[config.mk]
export PLATFORM = sky130hd
export DESIGN_NAME = dir_home_ctrl
export DESIGN_NICKNAME = d
export VERILOG_FILES = /design/src/rtl/dir_pkg.sv /design/src/rtl/dir_datapath.sv /design/src/rtl/dir_ctrl.sv /design/src/rtl/dir_home_ctrl.sv
export SDC_FILE = /design/constraint.sdc
export NUM_CORES = 1
export LEC_CHECK = 0
export ABC_AREA = 1
export BUFFER_PORTS_ARGS = -buffer_cell sky130_fd_sc_hd__buf_2
export CAP_MARGIN = 25
export CORE_AREA = 2 2 131 133
export DETAILED_ROUTE_END_ITERATION = 7
export DIE_AREA = 0 0 133 135
export PLACE_DENSITY = 0.89
export REMOVE_ABC_BUFFERS = 1
export SLEW_MARGIN = 20
export SYNTH_ARGS = -nofsm -noshare
export SYNTH_HDL_FRONTEND = slang
export SYNTH_HIERARCHICAL = 1
export SYNTH_SLANG_ARGS = --single-unit
[constraint.sdc]
create_clock -name clk -period 11.48 [get_ports clk]
set_input_delay 2.296 -clock clk [delete_from_list [all_inputs] [get_ports clk]]
set_output_delay 2.296 -clock clk [all_outputs]
set_load 0.05 [all_outputs]
[src/rtl/dir_pkg.sv]
package dir_pkg;
  typedef enum logic [1:0] {
    REQ_READ    = 2'd0,
    REQ_WRITE   = 2'd1,
    REQ_UPGRADE = 2'd2,
    REQ_HINT    = 2'd3
  } reqKind_t;

  typedef enum logic [1:0] {
    ST_UNCACHED = 2'd0,
    ST_SHARED   = 2'd1,
    ST_EXCL     = 2'd2
  } lineState_t;

  typedef enum logic [1:0] {
    LAT_LOCAL     = 2'd0,
    LAT_TWO_HOP   = 2'd1,
    LAT_THREE_HOP = 2'd2
  } latClass_t;

  typedef struct packed {
    logic update;
    logic issueRsp;
    logic parkRsp;
    logic releaseRsp;
  } ctrlStrobe_t;
endpackage

[src/rtl/dir_datapath.sv]
module dir_datapath
  import dir_pkg::*;
#(
  parameter int N_CLUSTERS = 8,
  parameter int N_LINES    = 16,
  parameter int HOME_ID    = 0,
  localparam int CW = $clog2(N_CLUSTERS),
  localparam int LW = $clog2(N_LINES)
) (
  input  logic                  clk,
  input  logic                  rstN,
  input  logic [CW-1:0]         reqCluster,
  input  logic [LW-1:0]         reqLine,
  input  reqKind_t              reqKind,
  input  ctrlStrobe_t           strobe,
  output logic                  needInv,
  output logic                  isHint,
  output logic [N_CLUSTERS-1:0] invNeed,
  output logic                  rspValid,
  output logic [CW-1:0]         rspCluster,
  output logic [LW-1:0]         rspLine,
  output lineState_t            rspPrevState,
  output logic                  rspFwd,
  output logic [CW-1:0]         rspOwner,
  output latClass_t             rspLat,
  output logic                  invValid,
  output logic [N_CLUSTERS-1:0] invMask
);
  lineState_t            stArr   [N_LINES];
  logic [N_CLUSTERS-1:0] presArr [N_LINES];

  lineState_t            curSt, nxtSt;
  logic [N_CLUSTERS-1:0] curPres, nxtPres, reqBit;
  logic [CW-1:0]         ownerIdx;
  logic                  exclElse, isWrite;
  latClass_t             lat;

  // parked response of a request waiting for acknowledgements
  logic [CW-1:0] parkCluster, parkOwner;
  logic [LW-1:0] parkLine;
  lineState_t    parkSt;
  logic          parkFwd;
  latClass_t     parkLat;

  always_comb begin
    curSt   = stArr[reqLine];
    curPres = presArr[reqLine];
    reqBit  = {{(N_CLUSTERS-1){1'b0}}, 1'b1} << reqCluster;
    ownerIdx = '0;
    for (int i = 0; i < N_CLUSTERS; i++)
      if (curPres[i]) ownerIdx = CW'(i);
    exclElse = (curSt == ST_EXCL) && (ownerIdx != reqCluster);
    if (reqCluster == CW'(HOME_ID))
      lat = exclElse ? LAT_TWO_HOP : LAT_LOCAL;
    else
      lat = (exclElse && ownerIdx != CW'(HOME_ID)) ? LAT_THREE_HOP : LAT_TWO_HOP;
    isWrite = (reqKind == REQ_WRITE) || (reqKind == REQ_UPGRADE);
    isHint  = (reqKind == REQ_HINT);
    invNeed = isWrite ? (curPres & ~reqBit) : '0;
    needInv = |invNeed;
    nxtSt   = curSt;
    nxtPres = curPres;
    unique case (reqKind)
      REQ_READ: begin
        nxtPres = curPres | reqBit;
        if (!(curSt == ST_EXCL && !exclElse)) nxtSt = ST_SHARED;
      end
      REQ_WRITE, REQ_UPGRADE: begin
        nxtPres = reqBit;
        nxtSt   = ST_EXCL;
      end
      default: begin
        nxtPres = curPres & ~reqBit;
        if (nxtPres == '0) nxtSt = ST_UNCACHED;
      end
    endcase
  end

  always_ff @(posedge clk) begin
    if (!rstN) begin
      for (int l = 0; l < N_LINES; l++) begin
        stArr[l]   <= ST_UNCACHED;
        presArr[l] <= '0;
      end
    end else if (strobe.update) begin
      stArr[reqLine]   <= nxtSt;
      presArr[reqLine] <= nxtPres;
    end
  end

  always_ff @(posedge clk) begin
    if (!rstN) begin
      rspValid <= 1'b0; rspCluster <= '0; rspLine <= '0; rspPrevState <= ST_UNCACHED;
      rspFwd <= 1'b0; rspOwner <= '0; rspLat <= LAT_LOCAL;
      invValid <= 1'b0; invMask <= '0;
      parkCluster <= '0; parkLine <= '0; parkSt <= ST_UNCACHED;
      parkFwd <= 1'b0; parkOwner <= '0; parkLat <= LAT_LOCAL;
    end else begin
      rspValid <= 1'b0;
      invValid <= 1'b0;
      if (strobe.issueRsp) begin
        rspValid <= 1'b1; rspCluster <= reqCluster; rspLine <= reqLine;
        rspPrevState <= curSt; rspFwd <= exclElse; rspOwner <= ownerIdx; rspLat <= lat;
      end else if (strobe.releaseRsp) begin
        rspValid <= 1'b1; rspCluster <= parkCluster; rspLine <= parkLine;
        rspPrevState <= parkSt; rspFwd <= parkFwd; rspOwner <= parkOwner; rspLat <= parkLat;
      end
      if (strobe.parkRsp) begin
        invValid <= 1'b1; invMask <= invNeed;
        parkCluster <= reqCluster; parkLine <= reqLine; parkSt <= curSt;
        parkFwd <= exclElse; parkOwner <= ownerIdx; parkLat <= lat;
      end
    end
  end
endmodule

[src/rtl/dir_ctrl.sv]
module dir_ctrl
  import dir_pkg::*;
#(
  parameter int N_CLUSTERS = 8,
  parameter int N_LINES    = 16,
  localparam int CW = $clog2(N_CLUSTERS),
  localparam int LW = $clog2(N_LINES)
) (
  input  logic                  clk,
  input  logic                  rstN,
  input  logic                  reqValid,
  input  logic [LW-1:0]         reqLine,
  input  logic                  needInv,
  input  logic                  isHint,
  input  logic [N_CLUSTERS-1:0] invNeed,
  input  logic                  ackValid,
  input  logic [CW-1:0]         ackCluster,
  output logic                  reqReady,
  output ctrlStrobe_t           strobe,
  output logic                  pendValid,
  output logic [LW-1:0]         pendLine
);
  logic [N_CLUSTERS-1:0] pendMask, ackBit, maskLeft;
  logic accepted, done;

  always_comb begin
    ackBit   = {{(N_CLUSTERS-1){1'b0}}, 1'b1} << ackCluster;
    maskLeft = pendMask & ~ackBit;
    done     = pendValid && ackValid && (maskLeft == '0);
    reqReady = !done && !(pendValid && ((reqLine == pendLine) || needInv));
    accepted = reqValid && reqReady;
    strobe.update     = accepted;
    strobe.issueRsp   = accepted && !isHint && !needInv;
    strobe.parkRsp    = accepted && needInv;
    strobe.releaseRsp = done;
  end

  always_ff @(posedge clk) begin
    if (!rstN) begin
      pendValid <= 1'b0;
      pendLine  <= '0;
      pendMask  <= '0;
    end else if (done) begin
      pendValid <= 1'b0;
      pendMask  <= '0;
    end else if (strobe.parkRsp) begin
      pendValid <= 1'b1;
      pendLine  <= reqLine;
      pendMask  <= invNeed;
    end else if (pendValid && ackValid) begin
      pendMask <= maskLeft;
    end
  end
endmodule

[src/rtl/dir_home_ctrl.sv]
module dir_home_ctrl
  import dir_pkg::*;
#(
  parameter int N_CLUSTERS = 8,
  parameter int N_LINES    = 16,
  parameter int HOME_ID    = 0,
  localparam int CW = $clog2(N_CLUSTERS),
  localparam int LW = $clog2(N_LINES)
) (
  input  logic                  clk,
  input  logic                  rstN,
  input  logic                  reqValid,
  output logic                  reqReady,
  input  logic [CW-1:0]         reqCluster,
  input  logic [LW-1:0]         reqLine,
  input  logic [1:0]            reqType,
  input  logic                  ackValid,
  input  logic [CW-1:0]         ackCluster,
  output logic                  rspValid,
  output logic [CW-1:0]         rspCluster,
  output logic [LW-1:0]         rspLine,
  output logic [1:0]            rspPrevState,
  output logic                  rspFwd,
  output logic [CW-1:0]         rspOwner,
  output logic [1:0]            rspLat,
  output logic                  invValid,
  output logic [N_CLUSTERS-1:0] invMask
);
  ctrlStrobe_t           strobe;
  logic                  needInv, isHint, pendValid;
  logic [LW-1:0]         pendLine;
  logic [N_CLUSTERS-1:0] invNeed;
  lineState_t            prevSt;
  latClass_t             latOut;

  assign rspPrevState = prevSt;
  assign rspLat       = latOut;

  dir_ctrl #(.N_CLUSTERS(N_CLUSTERS), .N_LINES(N_LINES)) u_ctrl (
    .clk(clk), .rstN(rstN), .reqValid(reqValid), .reqLine(reqLine),
    .needInv(needInv), .isHint(isHint), .invNeed(invNeed),
    .ackValid(ackValid), .ackCluster(ackCluster), .reqReady(reqReady),
    .strobe(strobe), .pendValid(pendValid), .pendLine(pendLine)
  );

  dir_datapath #(.N_CLUSTERS(N_CLUSTERS), .N_LINES(N_LINES), .HOME_ID(HOME_ID)) u_dp (
    .clk(clk), .rstN(rstN), .reqCluster(reqCluster), .reqLine(reqLine),
    .reqKind(reqKind_t'(reqType)), .strobe(strobe), .needInv(needInv),
    .isHint(isHint), .invNeed(invNeed), .rspValid(rspValid),
    .rspCluster(rspCluster), .rspLine(rspLine), .rspPrevState(prevSt),
    .rspFwd(rspFwd), .rspOwner(rspOwner), .rspLat(latOut),
    .invValid(invValid), .invMask(invMask)
  );
endmodule

==> flow_summary_export.csv <==
group,metric,value,unit
global_route,grt_max_degree,46,
global_route,grt_overflow,0,
detailed_routing,wl_per_cell,17.8,um
finish,nets,1281,
timing,hold_violations,0,
die,die-area,0.0180,mm2
synthesis,ys_ff_latch,213,
clock_tree,cts_tree,"yes",
critical_path,crit_top_cell,"nand2_1",
detailed_routing,drt_wl_total,26500,um
critical_path,endpoint_kind,"output pin",
detailed_routing,drcViolationCount,0,
global_route,gr-usage-met2,52.4,%
run,maxCapViolCount,0,
clock_tree,clock_sinks,213,
timing,post-route-period-util,69.2,%
clock_tree,clock-root-buffer,"clkbuf_16",
synthesis,yosysTopAreaCellShare,45.4,%
die,initial_core_util,64.4,%
finish,syn2layout_area_growth,9.67,%
critical_path,crit_path_start_kind,"input pin",
timing,setup_viol,0,
die,rows,47,
clock_tree,cts_hold_buffers,0,
finish,final_layout_size_suffix_gt1_share,12.5,%
detailed_routing,drtAntennaViolNets,0,
global_route,grt_pass1_wl,41900,um
timing,fin_crit,7.94,ns
clock_tree,clk_latency,0.53,ns
clock_tree,cts_htree_levels,1,
timing,slew_headroom,31.2,%
critical_path,path_class,"input pin to output pin",
detailed_routing,via_per_inst,5.80,
clock_tree,cts_buffers,23,
placed_design,dp_hpwl,17900,um
clock_tree,cts_resized,0,
timing,tightestPinTransition,1.03,ns
critical_path,crit_fanout,33,
synthesis,synth_area_leader_cell,"edfxtp_1",
synthesis,synth_ff_type,"edfxtp_1",
pwr,ir_drop,0.130,mV
synthesis,synth.most_common_cell,"nand2_1",
timing,rsz0062_at_grt,"no",
clock_tree,clk_pin_slew,0.06,ns
detailed_routing,num_vias,8673,
critical_path,path_cells,"buf_2 > inv_2 > nor2_4 > a22oi_1 > nand2_1 > nand2_1 > nand2_1 > nor2_4 > nor2_1 > inv_1 > nand3_1 > nor3_2 > nor2_1 > inv_1 > nand2_1 > nand2_1 > nand2_1 > inv_1 > buf_2",
finish,n_antenna_cell,0,
critical_path,worstPathArrival,5.65,ns
critical_path,slowest_delay,0.70,ns
synthesis,syn_inst,1232,
run_status,status,"complete, no violations",
synthesis,synth_area,0.0106,mm2
pwr,p_seq_share,47.1,%
synthesis,ys_seq_area_share,55.5,%
timing,drv_slew,0,
pwr,p_leak,5.46,nW
global_route,grt_pass1_vias,8168,
synthesis,ys.warnings.count,6,
pwr,p_int,1.37,mW
synthesis,yosysUniqueCellTypes,41,
pwr,finalPower,1.88,mW
synthesis,syn_area_per_cell,8.58,um2
global_route,busiest_layer,"met2",
placed_design,portBuffers,41,
timing,whs,0.466,ns
detailed_routing,first_pass_iters,7,
synthesis,synth_common_cells,"nand2_1 (415), inv_1 (180), edfxtp_1 (160)",
timing,setup_tns,0,ns
synthesis,synth-edff-count,160,
pwr,p_sw,0.505,mW
clock_tree,cts_setup_buffers,0,
synthesis,synth_area_leaders,"edfxtp_1 (45%), nand2_1 (15%), dfxtp_1 (10%), inv_1 (6.4%), nor2_1 (3.2%)",
critical_path,worst_ep_required_time,9.18,ns
die,core,0.0164,mm2
global_route,antenna_found_initial,0,
synthesis,async_flop_share,0,%
global_route,grtUsageTotal,29.8,%
global_route,met1_usage,36.6,%
global_route,global_route.usage.met3,4.69,%
critical_path,critPathSlowestCell,"nor2_4",
die,dieHeight,135,um
pwr,sw_frac_of_total,26.9,%
pwr,p_comb_share,13.6,%
die,io_pins,42,
pwr,p_per_area,162,mW/mm2
detailed_routing,drt_iter0_markers,1294,
min_path,hp-class,"register to register",
pwr,p_clk_share,39.3,%
die,die_width,133,um
timing,max_clock_freq,0.126,GHz
clock_tree,clk_path_buf_depth,3,
timing,fin_skew,0.0229,ns
placed_design,gp_congestion,0.953,
-- critical path, delay by kind of cell --
family,cells,cell delay (ns)
compound gates,1,0.21
buf+inv,6,1.11
simple gates,12,1.99
-- cell families after synthesis --
group / synth area share (%)
buf+inv: 9.95
compound gates: 9.49
fa+ha+maj: 0.237
flops: 55.5
simple gates: 24.8
-- layer usage --
metal,up-vias,share of wire (%)
met1,3975,36
li1,4042,-
met4,0,4.3
met3,96,11
met5,-,0
met2,560,49
-- worst paths after layout --
check	startpoint	slack [ns]	end	cells past startpoint
worst max-delay path	reqLine[0]	3.54	reqReady	19
worst min-delay path	u_ctrl/pendLine[1]	0.47	u_ctrl/pendLine[1]	2
worst max register to register	u_dp/presArr[15][0]	6.79	u_dp/presArr[6][1]	21
worst min register to register	u_ctrl/pendLine[1]	0.47	u_ctrl/pendLine[1]	2
-- power groups by stage --
stage               registers [mW]  logic, mW  clock network [mW]
floorplan                    0.914      0.152                   0
global placement             0.898      0.240                   0
detailed placement           0.899      0.248                   0
CTS                          0.884      0.250               0.741
global route                 0.888      0.276               0.771
finish                       0.884      0.255               0.737
-- sequential cells by signal, summed over array words and instances (netlist names), 3 cells and up --
signal	flops
u_dp/presArr	128
u_dp/stArr	32
u_ctrl/pendMask	8
u_dp/invMask	8
u_ctrl/pendLine	4
u_dp/parkLine	4
u_dp/rspLine	4
u_dp/parkCluster	3
u_dp/parkOwner	3
u_dp/rspCluster	3
u_dp/rspOwner	3
-- cell usage in the layout, fill, tap and decap left out, types with 4 or more instances in the layout --
cell	count
buf_2	41
nor2_2	9
nor2_1	90
inv_1	180
nand3_1	41
buf_4	16
inv_2	5
o211ai_1	7
a21oi_2	10
o22ai_1	6
nor2_4	6
nand2_2	18
nand2_1	415
dfxtp_1	53
o21ai_1	5
nand4_1	16
nor3_1	14
a21oi_1	56
o21ai_0	19
clkinv_2	6
clkbuf_16	23
a31oi_1	4
a22oi_1	37
edfxtp_1	160
-- area by class of cell --
class	instances	area, um2
sequential	213	5870
fill	1198	4810
multi-input combinational	777	3660
inverter	191	722
clock buffer	27	601
timing repair buffer	57	325
tap	220	275
clock inverter	10	145
-- stage by stage --
step | setup WS (ns) | cells | utilization, % | area (um2)
global placement | 3.76 | 1455 | 66.0 | 10800
floorplan | 4.64 | 1181 | - | 10200
global route | 3.31 | 1495 | 70.7 | 11600
CTS | 3.64 | 1494 | 70.6 | 11600
finish | 3.54 | 1495 | 70.7 | 11600
detailed placement | 3.66 | 1457 | 66.1 | 10800
Power figures use the tool's default switching activity.
